$ cat src/rtl/vic_pkg.sv
package vic_pkg;
  localparam int NUM_SRC    = 13;
  localparam int ADDR_W     = 8;
  localparam int DATA_W     = 16;
  localparam int CTRL_W     = 8;
  localparam int SRC_W      = $clog2(NUM_SRC + 1);
  localparam int CTRL_BASE  = 'h14;
  localparam int MASK_ADDR  = 'h36;
  localparam int PEND_ADDR  = 'h3A;
  localparam int WDVEC_ADDR = 'h42;
  localparam int SER0_ADDR  = 'h44;
  localparam int SER1_ADDR  = 'h45;
  localparam int WD_SRC     = 8;
  localparam int SER0_SRC   = 12;
  localparam int SER1_SRC   = 13;
  localparam int AUTO_BASE  = 24;
  localparam int MIN_VALUE  = 4;
  localparam logic [7:0] DEFAULT_VEC = 8'h0F;
  localparam logic [DATA_W-1:0] MASK_RESET = 16'h3FFE;

  typedef struct packed {
    logic [NUM_SRC:1] ctrlWe;
    logic             maskWe;
    logic             wdVecWe;
    logic [1:0]       serVecWe;
  } vic_strobe_t;

  function automatic logic [CTRL_W-1:0] ctrlResetVal(input int src);
    case (src)
      1: return 8'h04;
      2: return 8'h08;
      3: return 8'h0C;
      4: return 8'h10;
      5: return 8'h14;
      6: return 8'h18;
      7, 8: return 8'h1C;
      9, 10, 11: return 8'h80;
      default: return 8'h00;
    endcase
  endfunction
endpackage

$ cat src/rtl/vic_ctrl.sv
module vic_ctrl
  import vic_pkg::*;
(
  input  logic              wrEn,
  input  logic [ADDR_W-1:0] wrAddr,
  output vic_strobe_t       stb
);
  always_comb begin
    stb = '0;
    for (int i = 1; i <= NUM_SRC; i++)
      stb.ctrlWe[i] = wrEn && (wrAddr == ADDR_W'(CTRL_BASE + i - 1));
    stb.maskWe      = wrEn && (wrAddr == ADDR_W'(MASK_ADDR));
    stb.wdVecWe     = wrEn && (wrAddr == ADDR_W'(WDVEC_ADDR));
    stb.serVecWe[0] = wrEn && (wrAddr == ADDR_W'(SER0_ADDR));
    stb.serVecWe[1] = wrEn && (wrAddr == ADDR_W'(SER1_ADDR));
  end
endmodule

$ cat src/rtl/vic_datapath.sv
module vic_datapath
  import vic_pkg::*;
(
  input  logic               clk,
  input  logic               rstN,
  input  logic [NUM_SRC-1:0] reqIn,
  input  vic_strobe_t        stb,
  input  logic [DATA_W-1:0]  wrData,
  input  logic [ADDR_W-1:0]  rdAddr,
  output logic [DATA_W-1:0]  rdData,
  output logic [2:0]         irqLevel,
  output logic [7:0]         irqVector
);
  logic [CTRL_W-1:0] ctrlReg [1:NUM_SRC];
  logic [DATA_W-1:0] maskReg;
  logic [NUM_SRC:1]  pendReg;
  logic [7:0]        wdVec;
  logic [7:0]        serVec [2];
  logic [NUM_SRC:1]  activeSet;
  logic [4:0]        bestVal;
  logic [SRC_W-1:0]  bestSrc;
  logic [CTRL_W-1:0] bestCtrl;
  logic              winValid;
  logic [2:0]        nextLevel;
  logic [7:0]        nextVector;

  for (genvar g = 1; g <= NUM_SRC; g++) begin : gCtrl
    always_ff @(posedge clk or negedge rstN)
      if (!rstN)               ctrlReg[g] <= ctrlResetVal(g);
      else if (stb.ctrlWe[g])  ctrlReg[g] <= wrData[CTRL_W-1:0];
  end

  for (genvar s = 0; s < 2; s++) begin : gSerVec
    always_ff @(posedge clk or negedge rstN)
      if (!rstN)               serVec[s] <= DEFAULT_VEC;
      else if (stb.serVecWe[s]) serVec[s] <= wrData[7:0];
  end

  always_ff @(posedge clk or negedge rstN) begin
    if (!rstN) begin
      maskReg   <= MASK_RESET;
      wdVec     <= DEFAULT_VEC;
      pendReg   <= '0;
      irqLevel  <= '0;
      irqVector <= '0;
    end else begin
      if (stb.maskWe)  maskReg <= wrData;
      if (stb.wdVecWe) wdVec   <= wrData[7:0];
      pendReg   <= reqIn;
      irqLevel  <= nextLevel;
      irqVector <= nextVector;
    end
  end

  assign activeSet = pendReg & ~maskReg[NUM_SRC:1];

  // Strictly-greater scan in ascending source order: ties keep the lower number.
  always_comb begin
    bestVal  = '0;
    bestSrc  = '0;
    bestCtrl = '0;
    for (int i = 1; i <= NUM_SRC; i++) begin
      if (activeSet[i] && (ctrlReg[i][4:0] > bestVal)) begin
        bestVal  = ctrlReg[i][4:0];
        bestSrc  = SRC_W'(i);
        bestCtrl = ctrlReg[i];
      end
    end
    winValid  = (bestVal >= 5'(MIN_VALUE));
    nextLevel = winValid ? bestCtrl[4:2] : 3'd0;
    if (!winValid)        nextVector = 8'd0;
    else if (bestCtrl[7]) nextVector = 8'(AUTO_BASE) + {5'd0, bestCtrl[4:2]};
    else begin
      case (bestSrc)
        SRC_W'(WD_SRC):   nextVector = wdVec;
        SRC_W'(SER0_SRC): nextVector = serVec[0];
        SRC_W'(SER1_SRC): nextVector = serVec[1];
        default:          nextVector = DEFAULT_VEC;
      endcase
    end
  end

  always_comb begin
    rdData = '0;
    for (int i = 1; i <= NUM_SRC; i++)
      if (rdAddr == ADDR_W'(CTRL_BASE + i - 1)) rdData[CTRL_W-1:0] = ctrlReg[i];
    case (rdAddr)
      ADDR_W'(MASK_ADDR):  rdData = maskReg;
      ADDR_W'(PEND_ADDR):  rdData[NUM_SRC:1] = pendReg;
      ADDR_W'(WDVEC_ADDR): rdData[7:0] = wdVec;
      ADDR_W'(SER0_ADDR):  rdData[7:0] = serVec[0];
      ADDR_W'(SER1_ADDR):  rdData[7:0] = serVec[1];
      default: ;
    endcase
  end

  // nothing active means silent outputs next cycle
  p_idle_silent_r3: assert property (@(posedge clk) disable iff (!rstN)
    (activeSet == '0) |=> (irqLevel == 3'd0 && irqVector == 8'd0));
  // a zero level never carries a vector
  p_zero_level_no_vec_r3: assert property (@(posedge clk) disable iff (!rstN)
    (irqLevel == 3'd0) |-> (irqVector == 8'd0));
  // autovector winner yields base plus presented level
  p_autovector_r5: assert property (@(posedge clk) disable iff (!rstN)
    (winValid && bestCtrl[7]) |=> (irqVector == 8'(AUTO_BASE) + {5'd0, irqLevel}));
  // pending mirrors the request lines one edge later
  p_pend_follows_r8: assert property (@(posedge clk) disable iff (!rstN)
    1'b1 |=> (pendReg == $past(reqIn)));
  // the mask changes only on its own write strobe
  p_mask_hold_r1: assert property (@(posedge clk) disable iff (!rstN)
    !stb.maskWe |=> $stable(maskReg));
  // decoded write strobes never overlap
  p_strobe_onehot_r11: assert property (@(posedge clk) disable iff (!rstN)
    $onehot0({stb.ctrlWe, stb.maskWe, stb.wdVecWe, stb.serVecWe}));
endmodule

$ cat src/rtl/prio_vector_intc.sv
module prio_vector_intc
  import vic_pkg::*;
(
  input  logic               clk,
  input  logic               rstN,
  input  logic [NUM_SRC-1:0] reqIn,
  input  logic               wrEn,
  input  logic [ADDR_W-1:0]  wrAddr,
  input  logic [DATA_W-1:0]  wrData,
  input  logic [ADDR_W-1:0]  rdAddr,
  output logic [DATA_W-1:0]  rdData,
  output logic [2:0]         irqLevel,
  output logic [7:0]         irqVector
);
  vic_strobe_t stb;

  vic_ctrl uCtrl (
    .wrEn   (wrEn),
    .wrAddr (wrAddr),
    .stb    (stb)
  );

  vic_datapath uData (
    .clk       (clk),
    .rstN      (rstN),
    .reqIn     (reqIn),
    .stb       (stb),
    .wrData    (wrData),
    .rdAddr    (rdAddr),
    .rdData    (rdData),
    .irqLevel  (irqLevel),
    .irqVector (irqVector)
  );
endmodule

$ cat config.mk
export PLATFORM = sky130hd
export DESIGN_NAME = prio_vector_intc
export DESIGN_NICKNAME = d
export VERILOG_FILES = /design/src/rtl/vic_pkg.sv /design/src/rtl/vic_ctrl.sv /design/src/rtl/vic_datapath.sv /design/src/rtl/prio_vector_intc.sv
export SDC_FILE = /design/constraint.sdc
export NUM_CORES = 1
export LEC_CHECK = 0
export ABC_AREA = 1
export BUFFER_PORTS_ARGS = -buffer_cell sky130_fd_sc_hd__buf_2
export CAP_MARGIN = 25
export CORE_MARGIN = 1
export CORE_UTILIZATION = 46
export CTS_CLUSTER_DIAMETER = 120
export DETAILED_ROUTE_END_ITERATION = 10
export GPL_ROUTABILITY_DRIVEN = 0
export HOLD_SLACK_MARGIN = 0.08
export SYNTH_ARGS = -nofsm -noshare
export SYNTH_HDL_FRONTEND = slang
export SYNTH_SLANG_ARGS = --single-unit
$ cat constraint.sdc
create_clock -name clk -period 31 [get_ports clk]
set_input_delay 6.2 -clock clk [delete_from_list [all_inputs] [get_ports clk]]
set_output_delay 6.2 -clock clk [all_outputs]
set_load 0.02 [all_outputs]
==> run metrics <==
Worst R2R Setup Slack=14.58 ns; CP Launch Type=flip-flop; ys flop type=dfrtp_1; clock sinks=168; Post-CTS Setup Bufs=0; FMAX=0.0609 GHz; Critical Path RT=31.33 ns; Yosys reg bits=168; # resized after CTS=0; final core utilization=52.6%; Worst path slowest cell=dfstp_2; Post-CTS Hold Buffers=0; Cell Rows=54; Worst path max stage delay=0.58 ns; Hold Startpoint=uData.ctrlReg[37]; PortBufs=74; worst hold endpoint=uData.ctrlReg[37]; CP Capture Type=flip-flop; global-route wire length before repair=48,400 um; Worst R2R Start=uData.ctrlReg[98]; H-tree depth=4; DRC viols=0; CTS tree=yes; Routed Wire Length=30,000 um; vias in the first global route=8,671; worst reg-to-reg path cell count=100; Syn Area/Cell=7.48 um^2; initial antenna violation count=0; final hold violations=0; RSZ-0062 raised after global routing=false; setup TNS=0 ns; CP Buf/Inv Count=5; clock buffer depth=2; CP Data Arrival Time=16.75 ns; final worst path period share=53.0%; total grt overflow=0; result of the run=finished, final reports clean; Initial Utilization=47.3%; GR Util All Layers=26.9%; Clock Latency Late Sink=0.44 ns; TritonRoute pass-1 iters=6; CP Class=flip-flop to flip-flop; Min-Delay Path Depth=2; die area=23,200 um^2; Fillers=2,126; post-DP HPWL=22,400 um; I/O pin count=75; HP Class=flip-flop to flip-flop; critical path's top delay family=simple AND/OR/NAND/NOR gates; Worst Skew=0.0100 ns; largest net degree at the start of global routing=70; Slew @ Worst Pin=1.03 ns; Netlist cell types=46; share of cells above drive strength 1=16.4%; max-cap violations=0; Syn Inst Count=1,388; vias per cell=5.40; Final setup violation count=0; die height=152 um; most common cell after layout, fill and taps aside=nand2_1; Nets=1,540; synthesized netlist net count=1,479; number of synthesized flops with an enable pin=0; Slew HR=31.0%; Core ar.=22,000 um^2; YS warnings=0; Clock Tree Root=clkbuf_16; TritonCTS buffer count=17; synthesized area=10,400 um^2; Routed WL per cell=17.2 um; Pins Over Slew Limit=0; Die X=152 um; Critical Path Fanout Max=15; via count=9,413; Final ANT Viol Nets=0; Async S/R FF share, synth=100%; post-synthesis sequential area ratio=41.0%; Final Critical Period=16.42 ns; DRT iter0 DRCs=704; Layout area overhead=11.1%; CP most frequent cell=nand2_1; Reg clk slew, reported paths=0.07 ns; most frequent cells in the layout=nand2_1, o21ai_0, inv_1, dfrtp_1, nand3_1; r2r endpoint=uData.irqVector[0]
-- flip-flops by register name, summed over array words and instances, names as in the netlist --
name / cells
uData.irqVector: 8
uData.irqLevel: 3
uData.maskReg: 16
uData.ctrlReg: 104
uData.wdVec: 8
uData.serVec: 16
uData.pendReg: 13
-- worst min-delay path: stages, from the launching register on --
cell	delay [ns]
dfrtp_1	0.34
nand2_1	0.05
o21ai_0	0.06
-- through the flow --
step / instances / area (um^2) / hold slack (ns) / setup WS (ns)
6_report: 1743 / 11500 / 0.483 / 14.58
5_1_grt: 1742 / 11500 / 0.504 / 12.89
4_1_cts: 1742 / 11500 / 0.485 / 14.78
3_5_place_dp: 1710 / 10900 / 0.468 / 14.82
3_3_place_gp: 1710 / 10900 / 0.461 / 15.16
2_1_floorplan: 1388 / 10400 / 0.448 / 16.64
-- worst max path at each step --
stage                     cells after the start  slack [ns]               from                 end
after floorplan                              15       16.64          rdAddr[7]           rdData[2]
after global placement                       99       15.16   uData.maskReg[1]  uData.irqVector[3]
after detailed placement                     99       14.82   uData.maskReg[1]  uData.irqVector[0]
after CTS                                    99       14.78   uData.maskReg[1]  uData.irqVector[0]
after global routing                        100       12.89  uData.ctrlReg[98]  uData.irqVector[2]
final                                       100       14.58  uData.ctrlReg[98]  uData.irqVector[0]
-- layout make-up --
class	count	area, um^2	share of cell area (%)
Antenna cell	1	2.50	0.0217
Tap cell	280	350	3.04
Sequential cell	168	4260	36.9
Multi-Input combinational cell	1015	5290	45.8
Clock inverter	15	166	1.44
Inverter	167	627	5.43
Timing Repair Buffer	80	422	3.65
Clock buffer	17	425	3.69
-- synth_stat cells, types with 6 or more instances --
master / number / area, um^2
o21bai_1: 10 / 75.1
nand3_1: 95 / 475
nor2_2: 12 / 75.1
nand3b_1: 20 / 150
a21oi_1: 27 / 135
clkbuf_1: 28 / 105
nand2_2: 31 / 194
o22ai_1: 17 / 106
ha_1: 43 / 538
nand2_1: 375 / 1410
inv_1: 157 / 589
nand4_1: 18 / 113
mux2_2: 9 / 101
o21ai_0: 187 / 936
buf_6: 9 / 101
inv_2: 9 / 33.8
dfrtp_1: 125 / 3130
dfstp_2: 43 / 1130
nor2_1: 92 / 345
nand3_2: 6 / 60.1
nor3_1: 12 / 60.1
a221oi_1: 9 / 78.8
-- kinds of logic (layout without fill, tap and decap cells) --
family	Yosys count	after routing	share of synthesized area, %
AO/OA/AOI/OAI	280	280	15.2
AND/OR/NAND/NOR	683	683	29.6
flip-flops	168	168	41.0
multiplexers	9	9	0.976
adder cells (fa/ha/maj)	43	43	5.18
other	0	1	0
buffers and inverters	205	279	8.07
-- layer usage --
metal,GRT usage [%],wire length [um],vias up
met1,38.9,14300,4399
met2,41.5,13500,275
li1,-,-,4697
met5,0,0,-
met4,8.21,579,0
met3,3.87,1610,42
Power is left out: the tool's default activity adds up to more than one toggle a clock period on the data nets, which glitch-free logic cannot reach.
